File: src/rtl/pdet_pkg.sv
package pdet_pkg;

  localparam int WORD_W = 16;

  localparam logic [WORD_W-1:0] PD_WORD_100 = 16'h0081;
  localparam logic [WORD_W-1:0] PD_WORD_10  = 16'h0021;

  typedef enum logic [1:0] {
    ST_IDLE   = 2'd0,
    ST_BREAK  = 2'd1,
    ST_LISTEN = 2'd2,
    ST_DONE   = 2'd3
  } neg_st_t;

  typedef enum logic [1:0] {
    LM_NONE = 2'b00,
    LM_10   = 2'b01,
    LM_100  = 2'b10
  } lmode_t;

endpackage

File: src/rtl/pdet_break_timer.sv
module pdet_break_timer #(
  parameter int CYC = 187_500_000
) (
  input  logic clk,
  input  logic rst,
  input  logic load,
  output logic expired
);

  localparam int CW = $clog2(CYC + 1);
  localparam logic [CW-1:0] RELOAD = CW'(CYC - 1);

  logic [CW-1:0] cnt;

  always_ff @(posedge clk) begin
    if (rst) begin
      cnt <= '0;
    end else if (load) begin
      cnt <= RELOAD;
    end else if (cnt != '0) begin
      cnt <= cnt - 1'b1;
    end
  end

  assign expired = (cnt == '0);

  // a load always starts a full silent period
  a_r8_reload: assert property (@(posedge clk) disable iff (rst)
    load |=> (cnt == RELOAD));

endmodule

File: src/rtl/pdet_link_qual.sv
module pdet_link_qual #(
  parameter int QUAL_CYC = 6250
) (
  input  logic clk,
  input  logic rst,
  input  logic clr,
  input  logic link10,
  input  logic link100,
  output logic good10,
  output logic good100
);

  localparam int QW = $clog2(QUAL_CYC + 1);
  localparam logic [QW-1:0] QMAX = QW'(QUAL_CYC);

  logic [QW-1:0] cnt;
  logic          sel_q;
  logic          single;

  assign single = link10 ^ link100;

  always_ff @(posedge clk) begin
    if (rst) begin
      cnt   <= '0;
      sel_q <= 1'b0;
    end else begin
      sel_q <= link100;
      if (clr || !single || (link100 != sel_q)) begin
        cnt <= '0;
      end else if (cnt != QMAX) begin
        cnt <= cnt + 1'b1;
      end
    end
  end

  assign good100 = (cnt == QMAX) &&  sel_q;
  assign good10  = (cnt == QMAX) && !sel_q;

  // a qualified fast link was alone on the previous edge
  a_r2_qual_single: assert property (@(posedge clk) disable iff (rst)
    good100 |-> $past(link100 && !link10));

  // a qualified slow link was alone on the previous edge
  a_r3_qual_single: assert property (@(posedge clk) disable iff (rst)
    good10 |-> $past(link10 && !link100));

endmodule

File: src/rtl/pdet_neg_ctrl.sv
module pdet_neg_ctrl
  import pdet_pkg::*;
#(
  parameter int BREAK_CYC = 187_500_000,
  parameter int QUAL_CYC  = 6250
) (
  input  logic              clk,
  input  logic              rst,
  input  logic              an_enable,
  input  logic              forced_boot,
  input  logic              restart_wr,
  input  logic              stat_rd,
  input  logic              link10_good,
  input  logic              link100_good,
  input  logic              page_valid,
  input  logic [WORD_W-1:0] page_word,
  output logic [WORD_W-1:0] lp_ability,
  output logic              an_complete,
  output logic              lp_an_able,
  output logic              pd_fault,
  output logic              restart_bit,
  output logic              tx_silence,
  output logic              flp_tx_en,
  output logic [1:0]        link_mode
);

  localparam int RW = $clog2(BREAK_CYC + 2);

  neg_st_t st, st_d;
  lmode_t  mode_q;
  logic    en_q, armed;
  logic    tmr_load, tmr_expired;
  logic    q10, q100;
  logic    mode_lost, conflict;

  // Arming: forced start-up needs enable to go low, then high
  always_ff @(posedge clk) begin
    if (rst) begin
      en_q  <= 1'b1;
      armed <= an_enable && !forced_boot;
    end else begin
      en_q <= an_enable;
      if (!an_enable)  armed <= 1'b0;
      else if (!en_q)  armed <= 1'b1;
    end
  end

  // Restart bit: readable for one cycle, consumed by the FSM
  always_ff @(posedge clk) begin
    if (rst) restart_bit <= 1'b0;
    else     restart_bit <= restart_wr && armed;
  end

  pdet_break_timer #(.CYC(BREAK_CYC)) u_timer (
    .clk     (clk),
    .rst     (rst),
    .load    (tmr_load),
    .expired (tmr_expired)
  );

  pdet_link_qual #(.QUAL_CYC(QUAL_CYC)) u_qual (
    .clk     (clk),
    .rst     (rst),
    .clr     (st != ST_LISTEN),
    .link10  (link10_good),
    .link100 (link100_good),
    .good10  (q10),
    .good100 (q100)
  );

  assign mode_lost = ((mode_q == LM_100) && !link100_good) ||
                     ((mode_q == LM_10)  && !link10_good);
  assign conflict  = (st == ST_LISTEN) && link10_good && link100_good;

  always_comb begin
    st_d     = st;
    tmr_load = 1'b0;
    if (!armed) begin
      st_d = ST_IDLE;
    end else if (restart_bit) begin
      st_d     = ST_BREAK;
      tmr_load = 1'b1;
    end else begin
      case (st)
        ST_IDLE:   st_d = ST_LISTEN;
        ST_BREAK:  if (tmr_expired) st_d = ST_LISTEN;
        ST_LISTEN: if (page_valid || q10 || q100) st_d = ST_DONE;
        ST_DONE:   if (mode_lost) st_d = ST_LISTEN;
        default:   st_d = ST_IDLE;
      endcase
    end
  end

  always_ff @(posedge clk) begin
    if (rst) begin
      st          <= ST_IDLE;
      mode_q      <= LM_NONE;
      lp_ability  <= '0;
      an_complete <= 1'b0;
      lp_an_able  <= 1'b0;
      tx_silence  <= 1'b0;
      flp_tx_en   <= 1'b0;
    end else begin
      st         <= st_d;
      tx_silence <= (st_d == ST_BREAK);
      flp_tx_en  <= (st_d == ST_LISTEN);
      if (st_d != ST_DONE) begin
        mode_q      <= LM_NONE;
        lp_ability  <= '0;
        an_complete <= 1'b0;
        lp_an_able  <= 1'b0;
      end else if (st != ST_DONE) begin
        an_complete <= 1'b1;
        if (page_valid) begin
          lp_ability <= page_word;
          lp_an_able <= 1'b1;
          mode_q     <= page_word[7] ? LM_100 : LM_10;
        end else if (q100) begin
          lp_ability <= PD_WORD_100;
          lp_an_able <= 1'b0;
          mode_q     <= LM_100;
        end else begin
          lp_ability <= PD_WORD_10;
          lp_an_able <= 1'b0;
          mode_q     <= LM_10;
        end
      end
    end
  end

  // Fault: a conflict sets it, a read clears it, setting wins
  always_ff @(posedge clk) begin
    if (rst)           pd_fault <= 1'b0;
    else if (conflict) pd_fault <= 1'b1;
    else if (stat_rd)  pd_fault <= 1'b0;
  end

  assign link_mode = mode_q;

  // Checker state: length of the current silent run
  logic [RW-1:0] silence_run;
  always_ff @(posedge clk) begin
    if (rst || restart_bit || !tx_silence) silence_run <= '0;
    else                                    silence_run <= silence_run + 1'b1;
    if (!rst)
      a_r8_break_len: assert (silence_run <= RW'(BREAK_CYC))
        else $error("silent period longer than BREAK_CYC");
  end

  a_r2_word_100: assert property (@(posedge clk) disable iff (rst)
    (an_complete && !lp_an_able && link_mode == 2'b10) |-> (lp_ability == 16'h0081));

  a_r3_word_10: assert property (@(posedge clk) disable iff (rst)
    (an_complete && !lp_an_able && link_mode == 2'b01) |-> (lp_ability == 16'h0021));

  a_r4_selector: assert property (@(posedge clk) disable iff (rst)
    (an_complete && !lp_an_able) |-> (lp_ability[4:0] == 5'b00001));

  a_r5_fault_set: assert property (@(posedge clk) disable iff (rst)
    conflict |=> pd_fault);

  a_r6_fault_clear: assert property (@(posedge clk) disable iff (rst)
    (stat_rd && !conflict) |=> !pd_fault);

  a_r7_restart_taken: assert property (@(posedge clk) disable iff (rst)
    (restart_bit && armed) |=> (tx_silence && !an_complete && !restart_bit) || $past(restart_wr));

  a_r8_silent_no_done: assert property (@(posedge clk) disable iff (rst)
    tx_silence |-> (!an_complete && !flp_tx_en));

  a_r10_unarmed_idle: assert property (@(posedge clk) disable iff (rst)
    !armed |=> (!flp_tx_en && !tx_silence && !an_complete));

endmodule

File: config.mk
export PLATFORM = sky130hd
export DESIGN_NAME = pdet_neg_ctrl
export DESIGN_NICKNAME = d
export VERILOG_FILES = /design/src/rtl/pdet_pkg.sv /design/src/rtl/pdet_break_timer.sv /design/src/rtl/pdet_link_qual.sv /design/src/rtl/pdet_neg_ctrl.sv
export SDC_FILE = /design/constraint.sdc
export NUM_CORES = 1
export LEC_CHECK = 0
export BUFFER_PORTS_ARGS = -buffer_cell sky130_fd_sc_hd__buf_4
export CAP_MARGIN = 20
export CORE_ASPECT_RATIO = 1.75
export CORE_UTILIZATION = 47
export DETAILED_ROUTE_END_ITERATION = 10
export PLACE_DENSITY = 0.68
export SYNTH_ARGS = -nofsm -noshare
export SYNTH_HDL_FRONTEND = slang
export SYNTH_SLANG_ARGS = --single-unit
File: constraint.sdc
create_clock -name clk -period 2.9 [get_ports clk]
set_input_delay 0.145 -clock clk [delete_from_list [all_inputs] [get_ports clk]]
set_output_delay 0.145 -clock clk [all_outputs]
set_load 0.005 [all_outputs]
# ---- Word-level counts from Yosys, hierarchy flattened
# Index checks and enable logic that the tools add are counted.
# W data, S select, Z words.
dict set report classes {
  mux 21
  n_eq_ne 14
  bitwise 1
  reduce_logical 26
  n_addsub 2
}
# op count
set op_table {}
lappend op_table {{$mux W28} 2}
lappend op_table {{$logic_not A28 Y1} 1}
lappend op_table {{$reduce_bool A28 Y1} 1}
lappend op_table {{$sub A28 B1 Y28 const B} 1}
lappend op_table {{$mux W16} 1}
lappend op_table {{$mux W2} 8}
lappend op_table {{$add A13 B1 Y13 const B} 1}
lappend op_table {{$eq A13 B13 Y1 const B} 1}
lappend op_table {{$ne A13 B13 Y1 const B} 1}
lappend op_table {{$eq A2 B2 Y1 const B} 4}
lappend op_table {{$logic_and A1 B1 Y1} 8}
lappend op_table {{$mux W1} 8}
lappend op_table {{$mux W8} 1}
lappend op_table {{$pmux W2 S4} 1}
lappend op_table {{$eq A2 B1 Y1 const B} 3}
lappend op_table {{$ne A2 B2 Y1 const B} 3}
lappend op_table {{$reduce_or A2 Y1} 3}
lappend op_table {{$logic_not A1 Y1} 5}
lappend op_table {{$logic_or A1 B1 Y1} 5}
lappend op_table {{$reduce_bool A2 Y1} 2}
lappend op_table {{$ne A3 B3 Y1 const B} 1}
lappend op_table {{$logic_not A2 Y1} 1}
lappend op_table {{$ne A1 B1 Y1} 1}
lappend op_table {{$xor A1 B1 Y1} 1}
dict set report word_totals {
  output_inout_bits 24
  word_cells 79
  ff_bits 70
  input_bits 25
}

# ---- Logic depth before layout (Yosys ltp)
# Gate-level depths: netlist of run 1.
dict set report depth {
  depth_word 10
  mapped_depth 9
}

# ---- Hierarchy
# Synthesis of run 1 repeated with hierarchy kept, for this count alone.
dict set report unflattened {
  cells_unflattened 376
  area_unflattened_um2 3418.3
}
# module area_per_inst_um2 cells_each n_inst seq_area_each_um2
set by_module_without_submodules {}
lappend by_module_without_submodules {pdet_break_timer 1483.9 173 1 560.5}
lappend by_module_without_submodules {pdet_neg_ctrl 1226.2 120 1 550.5}
lappend by_module_without_submodules {pdet_link_qual 708.2 83 1 280.3}

# ---- Worst setup path before layout of run 1
# No wires, ideal clock.
dict set report synth_timing {
  path_kind {register to register}
  startpoint {reg u_timer.cnt[18]}
  endpoint {reg st[0]}
  t_required_ns 2.775
  slack_ns 0.360
  arrival_ns 2.415
  n_path_buf 2
  stages_incl_launch_ff 8
  period_less_slack_ns 2.540
  path_cell_list {dfxtp_1 -> or4_4 -> or4_4 -> buf_6 -> or4_1 -> buf_2 -> a2111oi_4 -> nor3_1}
}
dict set report synth_between {
  elab_chain_cells 5
}
# item line_no
set synth_lines {}
lappend synth_lines {{start: declaration} pdet_break_timer.sv:13} ;# logic [CW-1:0] cnt;
lappend synth_lines {{start signal: assignment} pdet_break_timer.sv:21} ;# cnt <= cnt - 1'b1;
lappend synth_lines {{$logic_not A28 Y1} pdet_break_timer.sv:25} ;# assign expired = (cnt == '0);
lappend synth_lines {{$mux W2} pdet_neg_ctrl.sv:86} ;# ST_BREAK: if (tmr_expired) st_d = ST_LISTEN;
lappend synth_lines {{$pmux W2 S4} pdet_neg_ctrl.sv:84} ;# case (st)
lappend synth_lines {{$mux W2} pdet_neg_ctrl.sv:80} ;# end else if (restart_bit) begin
lappend synth_lines {{$mux W2} pdet_neg_ctrl.sv:78} ;# if (!armed) begin
lappend synth_lines {{end signal: assignment} pdet_neg_ctrl.sv:104} ;# st <= st_d;
lappend synth_lines {{end: declaration} pdet_neg_ctrl.sv:29} ;# neg_st_t st, st_d;
# No other way between the ends.
# A chain may end at the register's enable or synchronous reset.

# ---- Final worst setup path of run 1
dict set report layout_timing {
  startpoint {reg u_timer.cnt[9]}
  endpoint {reg st[0]}
}
# The elaborated chain is that of the path after synthesis.

==> flow_metrics.env, run 1 <==
export IMPL_grtUsageMet2_pct=42.3
export IMPL_cts_resized_gates=0
export IMPL_synth_top_cell_by_area="sky130_fd_sc_hd__dfxtp_1"
export IMPL_routedWlPerCell_um=14.6
export IMPL_synthesis_area_um2=3130
export IMPL_asyncSetResetFlopFracSynth_pct=0
export IMPL_hpwlAfterDp_mm=4.93
export IMPL_crit_top_cell="sky130_fd_sc_hd__or4_1"
export IMPL_design_die_area_um2=6990
export IMPL_setup_worst_path_end_class="flop"
export IMPL_io_buffer_count=48
export IMPL_synth_enable_flop_cells=1
export IMPL_cts_htree_levels=3
export IMPL_cts_sinks=69
export IMPL_post_synthesis_register_bit_count=69
export IMPL_post_cts_setup_buffer_count=0
export IMPL_share_of_the_yosys_chip_area_belonging_to_registers_pct=44.5
export IMPL_cts_hold_buffers_added=0
export IMPL_finalInstanceArea_um2=3880
export IMPL_clock_tree_from_tritoncts="built"
export IMPL_drcViolationCount=0
export IMPL_leading_cell_type_in_the_layout_fill_and_taps_excluded="sky130_fd_sc_hd__dfxtp_1"
export IMPL_hold_viol_final=0
export IMPL_critical_path_slowest_cell="sky130_fd_sc_hd__or4_1"
export IMPL_crit_path_start_kind="flop"
export IMPL_global_route_usage_met3_pct=4.46
export IMPL_drt_total_wl_mm=7.27
export IMPL_dominantRegCellSynth="sky130_fd_sc_hd__dfxtp_1"
export IMPL_p_per_area_nw_per_um2=1050
export IMPL_place_gp_congestion=0.727
export IMPL_coreArea_um2=6490
export IMPL_synthesis_nets=394
export IMPL_areaGrowthSynthToFinish_pct=24.1
export IMPL_grt_usage_pct=22.7
export IMPL_cap_viol_max_count=0
export IMPL_ys_warnings_count=0
export IMPL_critical_path_cell_chain="or4_1, or3_4, or4_1, a2111oi_4, nor3_1"
export IMPL_cts_path_max_buffers=2
export IMPL_timing_slew_headroom_pct=56.5
export IMPL_worst_setup_path_type="reg2reg"
export IMPL_core_rowCount=39
export IMPL_die_w_um=63.6
export IMPL_global_route_peak_usage_layer="met2"
export IMPL_cts_root_buffer="sky130_fd_sc_hd__clkbuf_16"
export IMPL_antennaDiodeCount=0
export IMPL_antenna_found_initial=0
export IMPL_place_detailed_instances=483
export IMPL_timing_final_crit_share_pct=90.2
export IMPL_io_pin_count=49
export IMPL_synth_top_area_share_pct=43.6
export IMPL_reg2reg_setup_slack_ps=280
export IMPL_cp_arrival_ps=2830
export IMPL_initial_core_util_pct=48.2
export IMPL_post_synth_cell_area_avg_um2=8.56
export IMPL_worst_skew_pair_late_latency_ps=340
export IMPL_routed_via_count_divided_by_cell_count=5.55
export IMPL_peakVddDrop_mv=0.843
export IMPL_nets=441
export IMPL_drt_iter0_drc=213
export IMPL_finalSetupViolCount=0
export IMPL_cts_buffers=9
export IMPL_path_max_fanout=7
export IMPL_floorplan_die_height_um=110
export IMPL_ys_top_cells_by_area="sky130_fd_sc_hd__dfxtp_1 (44%), sky130_fd_sc_hd__a21oi_1 (5.8%), sky130_fd_sc_hd__nand2_1 (4.4%), sky130_fd_sc_hd__nand3_1 (3.4%), sky130_fd_sc_hd__nor2_1 (3.2%)"
export IMPL_achievable_frequency_ghz=0.382
export IMPL_grt_pass1_wl_mm=12.2
export IMPL_finalWorstPathRequiredPeriod_ps=2620
export IMPL_worstMarginPinSlew_ps=653
export IMPL_required_ps=3120
export IMPL_fraction_of_layout_instances_using_a_drive_strength_above_1_pct=21.1
export IMPL_worst_clock_skew_ps=7.59
export IMPL_detail_route_antenna_nets=0
export IMPL_fin_cells=499
export IMPL_outcome="complete, no violations"
export IMPL_first_pass_iters=4
export IMPL_pin_count_of_the_biggest_net_entering_global_routing=23
export IMPL_dr_total_vias=2769
export IMPL_finalMaxSlewViolations=0
export IMPL_grt_overflow=0
export IMPL_worst_hold_path_type="in2reg"
export IMPL_grt_pass1_vias=2656
export IMPL_postSynthCellCount=365
export IMPL_met1_usage_pct=23.6
export IMPL_totalNegativeSetupSlack_ps=0
export IMPL_ys_types=49
export IMPL_whs_ps=14.9
export IMPL_clkTransAtPathRegs_ps=50
export IMPL_leakage_nw=1.51
export IMPL_setup_repair_after_global_routing_missed_its_margin="no"
export IMPL_worst_stage_delay_on_the_critical_path_ps=680
export IMPL_final_cell_mix="sky130_fd_sc_hd__dfxtp_1 (68), sky130_fd_sc_hd__buf_4 (58), sky130_fd_sc_hd__nand2_1 (37)"
export IMPL_place_area_um2=3560
[stage by stage]
stage          setup slack, ps  power, mW  util (%)
2_1_floorplan              360       2.55         -
3_3_place_gp               330       2.87      54.9
3_5_place_dp               282       2.90      54.9
4_1_cts                    284       4.10      59.7
5_1_grt                    185       4.37      59.7
6_report                   284       4.07      59.7
[routing by layer]
layer  share of wire [%]  vias to the layer above
met2                  53                       59
met5                   0                        -
met1                  41                     1287
li1                    -                     1412
met3                 4.0                       11
met4                 2.1                        0
[power breakdown]
group / switching, mW / total [mW] / internal, mW / leakage [nW]
clock network: 0.407 / 1.16 / 0.752 / 0.156
logic: 0.901 / 1.63 / 0.725 / 0.790
registers: 0.158 / 1.29 / 1.13 / 0.563
total: 1.47 / 4.07 / 2.61 / 1.51
[kinds of logic (layout without fill, tap and decap cells)]
family | Yosys count | after routing | share of synthesized area [%]
AOI/OAI and AO/OA | 86 | 86 | 17.7
xor gates and xnor gates | 15 | 15 | 4.20
adders and majority gates | 4 | 4 | 1.60
buffers and inverters | 33 | 85 | 4.60
DFF | 69 | 69 | 44.5
muxes | 1 | 1 | 0.320
and+or+nand+nor | 157 | 157 | 27.1
[worst max-delay path, delay by kind of cell (launching register included)]
family	cells	cell delay (ps)
AOI/OAI and AO/OA	1	380
and+or+nand+nor	4	1770
DFF	1	350
[cell usage after synthesis, drive strengths merged (2+ instances only)]
cell and instances:
dfxtp 68, nand2 37, a21oi 36, nor2 27, nand3 21, or3 16, clkbuf 15, or4 15
o31ai 13, o21ai 12, inv 11, a31oi 10, nor3 8, xor2 8, buf 7, or2 7
xnor2 7, and3 6, nor4 6, ha 4, a211oi 3, nand2b 3, a2111oi 2, and2 2
nand3b 2, nor2b 2
[worst paths after layout]
kind                  startpoint       endpoint  depth (start not counted)
hold / removal         an_enable           en_q                          2
hold reg to reg    lp_ability[6]  lp_ability[6]                          2
setup / recovery  u_timer.cnt[9]          st[0]                          5
setup reg to reg  u_timer.cnt[9]          st[0]                          5
[registers in the layout (all words and copies together) (netlist names), 2 cells and up]
name and cells:
u_timer.cnt 28, lp_ability 16, st 2, u_qual.cnt 13
[cell type report]
type | count | area [um2]
Multi-Input combinational cell | 263 | 1590
Inverter | 11 | 41.3
Tap cell | 82 | 103
Sequential cell | 69 | 1390
Clock inverter | 6 | 87.6
Clock buffer | 10 | 229
Timing Repair Buffer | 58 | 435
Fill cell | 603 | 2610
Power figures use the tool's default switching activity.
==> run 2: changes to the inputs <==
--- a/config.mk
+++ b/config.mk
@@ -8,9 +8,10 @@
 export BUFFER_PORTS_ARGS = -buffer_cell sky130_fd_sc_hd__buf_4
 export CAP_MARGIN = 20
 export CORE_ASPECT_RATIO = 1.75
-export CORE_UTILIZATION = 47
+export CORE_UTILIZATION = 50
 export DETAILED_ROUTE_END_ITERATION = 10
-export PLACE_DENSITY = 0.68
+export GPL_TIMING_DRIVEN = 0
+export PLACE_DENSITY = 0.72
 export SYNTH_ARGS = -nofsm -noshare
 export SYNTH_HDL_FRONTEND = slang
 export SYNTH_SLANG_ARGS = --single-unit
==> run 2 against run 1 <==
Compared with the run above:
- via count grew 0.94%
- critical endpoint is now u_timer.cnt[3]
- total power is 13% lower
- register-to-register slack got worse by 60 ps
- worst hold slack better by 35 ps
- utilization grew 2.8 points
- highest routed layer unchanged
- global-route usage grew 1.6 points
- largest power group unchanged
- clock skew down 1.0 ps
==> flow_metrics.env, run 2 (synthesized netlist as in run 1, its figures left out) <==
export IMPL_peakVddDrop_mv=1.21
export IMPL_post_cts_setup_buffer_count=0
export IMPL_outcome="complete, no violations"
export IMPL_place_area_um2=3580
export IMPL_reg2reg_setup_slack_ps=220
export IMPL_path_max_fanout=10
export IMPL_top_regs="u_timer.cnt x28, lp_ability x16, u_qual.cnt x13"
export IMPL_clock_tree_from_tritoncts="built"
export IMPL_io_buffer_count=47
export IMPL_achievable_frequency_ghz=0.373
export IMPL_timing_slew_headroom_pct=49.5
export IMPL_cp_arrival_ps=2940
export IMPL_fin_cells=505
export IMPL_coreArea_um2=5970
export IMPL_hold_path_startpoint="restart_wr"
export IMPL_io_pin_count=49
export IMPL_die_w_um=61.8
export IMPL_preCtsSetupSlack_ps=74.9
export IMPL_leakage_nw=1.43
export IMPL_nets=453
export IMPL_finalMaxSlewViolations=0
export IMPL_antenna_found_initial=0
export IMPL_timing_final_crit_share_pct=92.4
export IMPL_setup_worst_path_end_class="flop"
export IMPL_hold_viol_final=0
export IMPL_antennaDiodeCount=0
export IMPL_core_rowCount=37
export IMPL_reg2reg_from="u_timer.cnt[8]"
export IMPL_setup_repair_after_global_routing_missed_its_margin="no"
export IMPL_finalSetupViolCount=0
export IMPL_worstMarginPinSlew_ps=752
export IMPL_finalInstanceArea_um2=3740
export IMPL_worst_r2r_cell_count=7
export IMPL_grt_overflow=0
export IMPL_layout_core_utilization_pct=62.6
export IMPL_drcViolationCount=0
export IMPL_finalWorstPathRequiredPeriod_ps=2680
export IMPL_cts_sinks=69
export IMPL_dr_total_vias=2795
export IMPL_whs_ps=49.9
export IMPL_final_critical_path_setup_slack_ps=220
export IMPL_grt_pass1_wl_mm=12.0
export IMPL_worst_clock_skew_ps=6.57
export IMPL_cts_path_max_buffers=2
export IMPL_areaGrowthSynthToFinish_pct=19.6
export IMPL_required_ps=3160
export IMPL_fraction_of_layout_instances_using_a_drive_strength_above_1_pct=19.2
export IMPL_cts_root_buffer="sky130_fd_sc_hd__clkbuf_8"
export IMPL_cts_buffers=9
export IMPL_final_cell_mix="sky130_fd_sc_hd__dfxtp_1 (68), sky130_fd_sc_hd__buf_4 (49), sky130_fd_sc_hd__nand2_1 (37)"
export IMPL_min_delay_path_depth=2
export IMPL_clkTransAtPathRegs_ps=70
export IMPL_register_name_with_the_most_flops="u_timer.cnt"
export IMPL_hpwlAfterDp_mm=5.32
export IMPL_worst_skew_pair_late_latency_ps=340
export IMPL_cap_viol_max_count=0
export IMPL_worst_hold_path_type="in2reg"
export IMPL_totalNegativeSetupSlack_ps=0
export IMPL_design_die_area_um2=6580
export IMPL_floorplan_die_height_um=107
export IMPL_pin_count_of_the_biggest_net_entering_global_routing=11
export IMPL_grt_pass1_vias=2708
export IMPL_place_detailed_instances=490
export IMPL_cts_htree_levels=3
export IMPL_hold_end="restart_bit"
export IMPL_leading_cell_type_in_the_layout_fill_and_taps_excluded="sky130_fd_sc_hd__dfxtp_1"
export IMPL_crit_path_start_kind="flop"
export IMPL_drt_iter0_drc=114
export IMPL_power_total_mw=3.53
export IMPL_routedWlPerCell_um=14.0
export IMPL_p_per_area_nw_per_um2=944
export IMPL_drt_total_wl_mm=7.07
export IMPL_largest_register_ffs=28
export IMPL_initial_core_util_pct=52.3
export IMPL_routed_via_count_divided_by_cell_count=5.53
export IMPL_detail_route_antenna_nets=0
export IMPL_place_gp_congestion=0.844
export IMPL_grt_usage_pct=24.3
export IMPL_first_pass_iters=4
export IMPL_crit_reg2reg_capture="u_timer.cnt[3]"
export IMPL_worst_setup_path_type="reg2reg"
[run 2: cell types whose count changed in the layout (fill, tap and decap cells not counted), sizes merged]
cell and change:
bufinv -2, dlygate4sd3 +1, clkbuf +16, buf -4
clkinv -1
[run 2: worst max path at each step]
stage	from	endpoint	slack, ps	depth (start not counted)
5_1_grt	u_qual.cnt[2]	lp_ability[14]	10	7
6_report	u_timer.cnt[8]	u_timer.cnt[3]	220	7
2_1_floorplan	u_timer.cnt[18]	st[0]	360	7
4_1_cts	u_timer.cnt[18]	u_timer.cnt[8]	60	7
3_3_place_gp	u_timer.cnt[18]	u_timer.cnt[8]	100	7
3_5_place_dp	u_timer.cnt[18]	u_timer.cnt[8]	70	7
[run 2: where the power goes]
group / switching [mW] / internal [mW] / total, mW
sequential: 0.149 / 1.13 / 1.28
clock: 0.321 / 0.296 / 0.618
combinational: 0.923 / 0.711 / 1.63
total: 1.39 / 2.14 / 3.53
[run 2: timing repair]
action	CTS	global route
hold buffers	1	0
setup endpoints to repair	0	2
resized for setup	0	1
hold endpoints to repair	1	0
[run 2: critical path, cell delays in order (launching register included)]
cell,delay (ps)
sky130_fd_sc_hd__dfxtp_1,290
sky130_fd_sc_hd__buf_2,160
sky130_fd_sc_hd__or4_1,590
sky130_fd_sc_hd__or3_4,390
sky130_fd_sc_hd__buf_2,200
sky130_fd_sc_hd__nor4_1,640
sky130_fd_sc_hd__o21ai_0,160
sky130_fd_sc_hd__a31oi_1,170
[run 2: cell type report]
type                    instances  area [um2]
multi-input cells             263        1600
clock inverters                 3        15.0
well taps                      78        97.6
inverters                      11        41.3
clock buffers                  11         131
plain buffers                  22         103
flip-flops and latches         69        1390
repair buffers                 48         363
fillers                       532        2230
[run 2: per-layer routing]
layer  track usage, %  wire (um)
met3             6.15        292
met4             8.73        120
met5                0          0
met2             44.5       3830
met1             25.0       2830
==> run 3: changes to the inputs <==
--- a/config.mk
+++ b/config.mk
@@ -9,6 +9,7 @@
 export CAP_MARGIN = 20
 export CORE_ASPECT_RATIO = 1.75
 export CORE_UTILIZATION = 50
+export CTS_BUF_LIST = sky130_fd_sc_hd__clkbuf_4 sky130_fd_sc_hd__clkbuf_8
 export DETAILED_ROUTE_END_ITERATION = 10
 export GPL_TIMING_DRIVEN = 0
 export PLACE_DENSITY = 0.72
==> run 3 against run 2 <==
Compared with the run above:
- clock skew grew 1.3 ps
- worst hold slack gained 1.5 ps
- routed wire length grew 0.33%
- die area is the same
- design area grew 0.20%
- register-to-register slack is essentially flat
- first-iteration DRC count shrank 2.6%
- maximum frequency grew 0.12%
- non-clock buffer count is the same
- critical endpoint is now st[0]
==> flow_metrics.env, run 3 (synthesized netlist as in run 1, its figures left out) <==
export IMPL_outcome="complete, no violations"
export IMPL_coreArea_um2=5970
export IMPL_clock_power_share_pct=18.0
export IMPL_clkTransAtPathRegs_ps=70
export IMPL_worst_skew_pair_late_latency_ps=340
export IMPL_fin_cells=505
export IMPL_nets=453
export IMPL_cts_root_buffer="sky130_fd_sc_hd__clkbuf_8"
export IMPL_critical_path_cell_chain="buf_2, or4_1, or3_4, or4_1, buf_2, a2111oi_4, nor3_1"
export IMPL_largest_register_ffs=28
export IMPL_grt_pass1_wl_mm=12.0
export IMPL_pin_count_of_the_biggest_net_entering_global_routing=11
export IMPL_first_pass_iters=4
export IMPL_p_per_area_nw_per_um2=948
export IMPL_io_buffer_count=47
export IMPL_antennaDiodeCount=0
export IMPL_dr_total_vias=2819
export IMPL_cts_path_max_buffers=2
export IMPL_achievable_frequency_ghz=0.374
export IMPL_critical_path_n_buffers_inverters=2
export IMPL_routedWlPerCell_um=14.0
export IMPL_drcViolationCount=0
export IMPL_finalInstanceArea_um2=3740
export IMPL_reg2reg_from="u_timer.cnt[8]"
export IMPL_cts_htree_levels=3
export IMPL_finalWorstPathRequiredPeriod_ps=2680
export IMPL_finalSetupViolCount=0
export IMPL_drt_iter0_drc=111
export IMPL_grt_overflow=0
export IMPL_post_cts_setup_buffer_count=0
export IMPL_leakage_nw=1.44
export IMPL_path_max_fanout=10
export IMPL_initial_core_util_pct=52.3
export IMPL_cts_buffers=9
export IMPL_place_area_um2=3580
export IMPL_setup_repair_after_global_routing_missed_its_margin="no"
export IMPL_worstMarginPinSlew_ps=757
export IMPL_power_combinational_fraction_pct=46.0
export IMPL_p_sw_share_pct=39.3
export IMPL_leading_cell_type_in_the_layout_fill_and_taps_excluded="sky130_fd_sc_hd__dfxtp_1"
export IMPL_required_ps=3120
export IMPL_cp_arrival_ps=2890
export IMPL_grt_usage_pct=24.3
export IMPL_internal_power_mw=2.15
export IMPL_crit_reg2reg_capture="st[0]"
export IMPL_detail_route_antenna_nets=0
export IMPL_cap_viol_max_count=0
export IMPL_antenna_found_initial=0
export IMPL_timing_slew_headroom_pct=49.1
export IMPL_drt_total_wl_mm=7.09
export IMPL_timing_final_crit_share_pct=92.3
export IMPL_peakVddDrop_mv=1.21
export IMPL_worst_clock_skew_ps=7.89
export IMPL_setup_worst_path_end_class="flop"
export IMPL_top_regs="u_timer.cnt x28, lp_ability x16, u_qual.cnt x13"
export IMPL_routed_via_count_divided_by_cell_count=5.58
export IMPL_die_w_um=61.8
export IMPL_hold_path_startpoint="restart_wr"
export IMPL_crit_path_start_kind="flop"
export IMPL_cts_sinks=69
export IMPL_clock_tree_from_tritoncts="built"
export IMPL_areaGrowthSynthToFinish_pct=19.8
export IMPL_netSwitchingPower_mw=1.40
export IMPL_finalMaxSlewViolations=0
export IMPL_hold_viol_final=0
export IMPL_sequentialPowerShare_pct=35.9
export IMPL_critical_path_slowest_cell="sky130_fd_sc_hd__or4_1"
export IMPL_hpwlAfterDp_mm=5.32
export IMPL_final_cell_mix="sky130_fd_sc_hd__dfxtp_1 (68), sky130_fd_sc_hd__buf_4 (49), sky130_fd_sc_hd__nand2_1 (37)"
export IMPL_cp_top_family="simple AND/OR/NAND/NOR gates"
export IMPL_crit_end="st[0]"
export IMPL_grt_pass1_vias=2703
export IMPL_critical_path_startpoint="u_timer.cnt[8]"
export IMPL_crit_cells=7
export IMPL_worst_r2r_cell_count=7
export IMPL_totalNegativeSetupSlack_ps=0
export IMPL_power_total_mw=3.55
export IMPL_floorplan_die_height_um=107
export IMPL_worst_setup_path_type="reg2reg"
export IMPL_place_gp_congestion=0.844
export IMPL_worst_stage_delay_on_the_critical_path_ps=590
export IMPL_reg2reg_setup_slack_ps=220
export IMPL_design_die_area_um2=6580
export IMPL_worst_hold_path_type="in2reg"
export IMPL_core_rowCount=37
export IMPL_fraction_of_layout_instances_using_a_drive_strength_above_1_pct=19.7
export IMPL_place_detailed_instances=490
export IMPL_io_pin_count=49
export IMPL_register_name_with_the_most_flops="u_timer.cnt"
==> run 3: cell counts in the layout (fill, tap and decap cells not counted) <==
Identical to the previous run, type by type.
==> run 3: worst register-to-register path, stage by stage (launching register included) <==
cell                        delay (ps)
sky130_fd_sc_hd__dfxtp_1           300
sky130_fd_sc_hd__buf_2             160
sky130_fd_sc_hd__or4_1             590
sky130_fd_sc_hd__or3_4             390
sky130_fd_sc_hd__or4_1             520
sky130_fd_sc_hd__buf_2             180
sky130_fd_sc_hd__a2111oi_4         340
sky130_fd_sc_hd__nor3_1             80
==> run 3: worst min-delay path by stage <==
| stage | endpoint | slack (ps) | cells past startpoint |
|---|---|---|---|
| 2_1_floorplan | en_q | 250 | 1 |
| 3_3_place_gp | en_q | 350 | 2 |
| 3_5_place_dp | en_q | 360 | 2 |
| 4_1_cts | en_q | 0.2 | 2 |
| 5_1_grt | restart_bit | 50 | 2 |
| 6_report | restart_bit | 50 | 2 |
==> run 3: layout make-up <==
cell class	count	area [um2]
repair buffers	48	363
fillers	535	2230
well taps	78	97.6
inverters	11	41.3
multi-input cells	263	1600
clock inverters	3	15.0
plain buffers	22	103
flip-flops and latches	69	1390
clock buffers	11	139
==> run 3: power by group through the flow <==
stage	sequential (mW)	clock [mW]	combinational (mW)
after global placement	1.29	0	1.56
after detailed placement	1.30	0	1.60
after CTS	1.28	0.664	1.61
after global routing	1.31	0.710	1.82
final	1.28	0.640	1.63
after floorplan	1.25	0	1.29
==> run 3: routing by layer <==
layer	wire length (um)	GRT usage (%)	up-vias
met1	2840	25.3	1327
met3	284	6.27	11
met2	3860	44.2	50
met5	0	0	-
li1	-	-	1431
met4	111	8.57	0
==> run 3: what timing repair did <==
item,in CTS,in global routing
hold buffers,0,1
setup endpoints to repair,0,2
endpoints found under the hold margin,0,1
gates resized for setup,0,1
==> run 3: through the flow <==
step | hold WS [ps] | util [%] | worst slack [ps]
2_1_floorplan | 252 | - | 360
3_3_place_gp | 353 | 59.9 | 99.2
3_5_place_dp | 360 | 59.9 | 74.9
4_1_cts | 0.239 | 62.5 | 61.8
5_1_grt | 47.2 | 62.7 | 13.6
6_report | 51.5 | 62.7 | 224
